File: src/rtl/ext_bus_pkg.sv
package ext_bus_pkg;

  // Flags that shape the strobe pattern of one machine cycle
  typedef struct packed {
    logic xd;     // external data transfer
    logic tbl;    // code-table read
    logic quiet;  // free-running ALE suppressed
  } cyc_flags_t;

endpackage

File: src/rtl/bus_slot_timer.sv
module bus_slot_timer #(
  parameter int STATES = 6,
  parameter int PHASES = 2,
  localparam int SLOTS = STATES * PHASES,
  localparam int CW    = $clog2(SLOTS),
  localparam int SW    = $clog2(STATES + 1),
  localparam int PW    = (PHASES > 1) ? $clog2(PHASES) : 1
) (
  input  logic          clk,
  input  logic          rst,
  output logic [CW-1:0] slot_nxt,
  output logic          start_nxt,
  output logic [SW-1:0] mc_state,
  output logic [PW-1:0] mc_phase
);

  logic [CW-1:0] slot_q;

  always_comb begin
    if (rst || slot_q == CW'(SLOTS - 1))
      slot_nxt = '0;
    else
      slot_nxt = slot_q + 1'b1;
    start_nxt = (slot_nxt == '0);
  end

  always_ff @(posedge clk) begin
    slot_q <= slot_nxt;
  end

  assign mc_state = SW'(slot_q / CW'(PHASES)) + 1'b1;
  assign mc_phase = PW'(slot_q % CW'(PHASES));

endmodule

File: src/rtl/bus_cycle_ctl.sv
module bus_cycle_ctl
  import ext_bus_pkg::*;
(
  input  logic       clk,
  input  logic       rst,
  input  logic       start_nxt,
  input  cyc_flags_t flags_in,
  output cyc_flags_t flags_nxt,
  output logic       cur_xd
);

  cyc_flags_t flags_q;

  // Flags are taken in only when a new machine cycle begins
  always_comb begin
    if (rst)
      flags_nxt = '0;
    else if (start_nxt) begin
      flags_nxt = flags_in;
      if (flags_in.xd)
        flags_nxt.tbl = 1'b0;   // a data transfer outranks a table read
    end else
      flags_nxt = flags_q;
  end

  always_ff @(posedge clk) begin
    flags_q <= flags_nxt;
  end

  assign cur_xd = flags_q.xd;

endmodule

File: src/rtl/bus_strobe_dec.sv
module bus_strobe_dec
  import ext_bus_pkg::*;
#(
  parameter int STATES = 6,
  parameter int PHASES = 2,
  localparam int SLOTS = STATES * PHASES,
  localparam int HALF  = SLOTS / 2,
  localparam int CW    = $clog2(SLOTS),
  localparam int ALE_A = PHASES - 1,        // first ALE slot in each half
  localparam int ALE_B = ALE_A + PHASES,    // first slot after ALE
  localparam int RD_A  = ALE_B              // code read follows ALE fall
) (
  input  logic          clk,
  input  logic          rst,
  input  logic [CW-1:0] slot_nxt,
  input  cyc_flags_t    flags_nxt,
  output logic          ale,
  output logic          psen_n
);

  logic          second;
  logic [CW-1:0] pos;
  logic          ale_win, rd_win;
  logic          ale_d, psen_d_n;

  always_comb begin
    second = (slot_nxt >= CW'(HALF));
    pos    = second ? slot_nxt - CW'(HALF) : slot_nxt;
    ale_win = (pos >= CW'(ALE_A)) && (pos < CW'(ALE_B));
    rd_win  = (pos >= CW'(RD_A))  && (pos < CW'(HALF));
    if (!ale_win)
      ale_d = 1'b0;
    else if (second)
      ale_d = !flags_nxt.xd && (!flags_nxt.quiet || flags_nxt.tbl);
    else
      ale_d = flags_nxt.xd || !flags_nxt.quiet || flags_nxt.tbl;
    psen_d_n = !(rd_win && !flags_nxt.xd);
  end

  always_ff @(posedge clk) begin
    if (rst) begin
      ale    <= 1'b0;
      psen_n <= 1'b1;
    end else begin
      ale    <= ale_d;
      psen_n <= psen_d_n;
    end
  end

endmodule

File: src/rtl/ext_bus_strobe.sv
module ext_bus_strobe
  import ext_bus_pkg::*;
#(
  parameter int STATES = 6,
  parameter int PHASES = 2,
  localparam int SLOTS = STATES * PHASES,
  localparam int CW    = $clog2(SLOTS),
  localparam int SW    = $clog2(STATES + 1),
  localparam int PW    = (PHASES > 1) ? $clog2(PHASES) : 1
) (
  input  logic          clk,
  input  logic          rst,
  input  logic          xdata_cyc,
  input  logic          table_rd,
  input  logic          ale_off,
  output logic          ale,
  output logic          psen_n,
  output logic [SW-1:0] mc_state,
  output logic [PW-1:0] mc_phase
);

  logic [CW-1:0] slot_nxt;
  logic          start_nxt;
  cyc_flags_t    flags_in, flags_nxt;
  logic          cur_xd;

  assign flags_in = '{xd: xdata_cyc, tbl: table_rd, quiet: ale_off};

  bus_slot_timer #(.STATES(STATES), .PHASES(PHASES)) u_timer (
    .clk(clk), .rst(rst), .slot_nxt(slot_nxt), .start_nxt(start_nxt),
    .mc_state(mc_state), .mc_phase(mc_phase)
  );

  bus_cycle_ctl u_ctl (
    .clk(clk), .rst(rst), .start_nxt(start_nxt), .flags_in(flags_in),
    .flags_nxt(flags_nxt), .cur_xd(cur_xd)
  );

  bus_strobe_dec #(.STATES(STATES), .PHASES(PHASES)) u_dec (
    .clk(clk), .rst(rst), .slot_nxt(slot_nxt), .flags_nxt(flags_nxt),
    .ale(ale), .psen_n(psen_n)
  );

endmodule

File: config.mk
export PLATFORM = sky130hd
export DESIGN_NAME = ext_bus_strobe
export DESIGN_NICKNAME = d
export VERILOG_FILES = /design/src/rtl/ext_bus_pkg.sv /design/src/rtl/bus_slot_timer.sv /design/src/rtl/bus_cycle_ctl.sv /design/src/rtl/bus_strobe_dec.sv /design/src/rtl/ext_bus_strobe.sv
export SDC_FILE = /design/constraint.sdc
export NUM_CORES = 1
export LEC_CHECK = 0
export BUFFER_PORTS_ARGS = -buffer_cell sky130_fd_sc_hd__buf_4
export CORE_AREA = 4 4 41 43
export CTS_CLUSTER_SIZE = 20
export DETAILED_ROUTE_END_ITERATION = 8
export DIE_AREA = 0 0 45 47
export PLACE_DENSITY = 0.68
export SLEW_MARGIN = 20
export SYNTH_ARGS = -nofsm -noshare
export SYNTH_HDL_FRONTEND = slang
export SYNTH_SLANG_ARGS = --single-unit
File: constraint.sdc
create_clock -name clk -period 4.5 [get_ports clk]
set_input_delay 0.45 -clock clk [delete_from_list [all_inputs] [get_ports clk]]
set_output_delay 0.45 -clock clk [all_outputs]
set_load 0.01 [all_outputs]
==> flow_metrics.py <==
metrics = {
    "logic_synthesis": {
        "synthFlopType": "dfxtp_1",
        "synthCells": 64,
        "syn_area_per_cell_um2": 9.032,
        "yosys.area.top_type": "dfxtp_1",
        "netlist_top_cells_count": "dfxtp_1, nor2_1, a21oi_1, mux2i_1, nand2_1",
        "ys_seq_elements": 9,
        "synth_area_leaders": "dfxtp_1, mux2i_1, ha_1",
        "synth_edf_count": 0,
        "async_reset_ff_frac": 0,
        "syn_nets": 72,
        "ys_warn_count": 0,
        "synth_area_um2": 578.1,
        "synth_top_area_share": 0.3117,
        "yosysMostFrequentCell": "dfxtp_1",
        "ys_seq_area_frac": 0.3117,
        "synth.distinct_cells": 33,
    },
    "floorplanning": {
        "die_area_um2": 2115,
        "coreArea_um2": 1301,
        "start_util": 0.4442,
        "die_w_um": 45,
        "die_h_um": 47,
        "row_count": 13,
        "num_io_pins": 11,
    },
    "detailed_routing": {
        "dr.pass1.iters": 4,
        "vias": 508,
        "route.antenna.remaining_nets": 0,
        "drcViolationCount": 0,
        "viasPerCell": 5.582,
        "wl_per_cell_um": 12.58,
        "drt-total-wl_mm": 1.145,
        "drt_iter0_drc": 10,
    },
    "worst_hold_path": {
        "hold_path.class": "in -> reg",
        "min-delay-start": "ale_off",
    },
    "clock_network": {
        "cts_buffers": 3,
        "postCtsHoldBufs": 0,
        "clk_latency_ns": 0.26,
        "htreeDepth": 1,
        "path_clk_slew_ns": 0.06,
        "cts.sinks": 9,
        "cts_setup_buffers": 0,
        "cts_tree": "done",
        "clock_path_buffers": 2,
        "cts_root_buf": "clkbuf_4",
        "ctsResizeCount": 0,
    },
    "power_and_ir_drop": {
        "cellLeakagePower_nw": 0.3060,
        "powerDensity_nw_per_um2": 309.7,
        "ir_drop_mv": 0.1138,
    },
    "sta": {
        "finalCriticalPeriod_ns": 2.198,
        "slew_violations": 0,
        "setup_viol": 0,
        "slew-limit-headroom": 0.7322,
        "fin_crit_sh": 0.4884,
        "finalHoldViolCount": 0,
        "clock.fmax_ghz": 0.4550,
        "hold_ws_ns": 0.4410,
        "rsz0062_at_grt": "no",
        "max_slew.worst_pin.slew_ns": 0.4008,
        "tns_ns": 0,
        "fin_skew_ns": 0.0003414,
    },
    "critical_path": {
        "max_stage_delay_ns": 0.43,
        "critical_path_required_ns": 4.62,
        "r2r_start": "u_timer.slot_q[0]",
        "worstSetupStartpoint": "u_timer.slot_q[0]",
        "cp-end-kind": "register",
        "slowest_stage": "a2111oi_1",
        "path_buf_inv": 0,
        "crit_chain": "ha_1 > nand2b_1 > nand3_1 > and2_4 > mux2_4 > a2111oi_1 > o2111ai_1",
        "arrival_ns": 2.32,
        "start_kind": "register",
        "crit_path_max_fanout": 6,
        "crit_family": "simple AND/OR/NAND/NOR gates",
        "critPathKind": "reg -> reg",
    },
    "layout": {
        "drive_gt1_frac": 0.2632,
        "fin_util": 0.5221,
        "diodes": 0,
        "final_nets": 85,
        "fin_cells": 91,
        "final_area_um2": 679.4,
        "syn_to_final_growth_pct": 17.53,
        "fillers": 128,
    },
    "place": {
        "dp_hpwl_um": 877.9,
        "place.gp.congestion": 0.8297,
        "place_inst": 87,
        "io_buffers": 10,
        "placed_area_um2": 653.1,
    },
    "outcome": {
        "status": "completed",
    },
    "grt": {
        "track_usage": 0.1338,
        "antenna_found_initial": 0,
        "grt_pass1_wl_mm": 2.049,
        "grt_pass1_vias": 501,
        "grt_start_max_net_pins": 15,
        "gr-total-overflow": 0,
    },
    "flow_run": {
        "cap_viol_max_count": 0,
    },
}
## cell type report
class | instances | area (um2) | area share
Tap cell | 15 | 18.77 | 0.02762
Sequential cell | 9 | 180.2 | 0.2652
Timing Repair Buffer | 10 | 75.07 | 0.1105
Clock buffer | 4 | 26.28 | 0.03867
Multi-Input combinational cell | 52 | 375.4 | 0.5525
Inverter | 1 | 3.754 | 0.005525
## per-stage QoR
step	power [mW]	setup slack (ns)
6_report	0.2104	2.302
5_1_grt	0.2216	2.102
4_1_cts	0.2121	2.326
3_5_place_dp	0.1491	2.321
3_3_place_gp	0.1485	2.379
2_1_floorplan	0.1316	2.568
## layout by cell type, fill, tap and decap left out, drive strengths merged, types with 2 or more instances in the layout
cell and instances:
nand2b 2, mux2i 4, ha 3, nand3b 2, o21ai 3, nand2 4
clkbuf 4, nor2 5, buf 10, a211oi 3, a21oi 4, dfxtp 9
nor3b 2, and2 3, nor2b 3, mux2 2
## logic make-up (layout without fill, tap and decap cells)
logic type,Yosys count,count (layout),synth area share
DFF,9,9,0.3117
adders and majority gates,3,3,0.06494
xor gates and xnor gates,2,2,0.03031
and+or+nand+nor,26,26,0.2619
muxes,6,6,0.1147
AOI/OAI and AO/OA,15,15,0.1775
buffers and inverters,3,15,0.03896
## worst reg2reg max path, stage by stage (launching register included)
cell and delay [ns]:
dfxtp_1 0.36, ha_1 0.25, nand2b_1 0.19, nand3_1 0.18, and2_4 0.22, mux2_4 0.28
a2111oi_1 0.43, o2111ai_1 0.15
## final timing paths
check,endpoint,slack [ns],cells after the start
setup / recovery,u_dec.psen_n,2.30,7
hold / removal,u_ctl.flags_q[0],0.44,3
setup reg to reg,u_dec.psen_n,2.30,7
hold reg to reg,u_ctl.flags_q[0],0.50,2
## registers in the layout, summed over array words and instances (netlist names)
register and count:
u_dec.ale 1, u_timer.slot_q 4, u_dec.psen_n 1, u_ctl.cur_xd 1
u_ctl.flags_q 2
## per-layer routing
layer	vias to the layer above	track usage	routed length [um]
met1	231	0.1556	533
met3	2	0.02299	70
met4	0	0.1170	23
met5	-	0	0
met2	16	0.2119	517
li1	259	-	-
## where the power goes
part           internal, mW  switching (mW)  total (mW)
Sequential           0.0861         0.00380      0.0899
Combinational        0.0301          0.0276      0.0577
Clock                0.0342          0.0286      0.0628
Note: power is estimated with default switching activity, not from simulation.
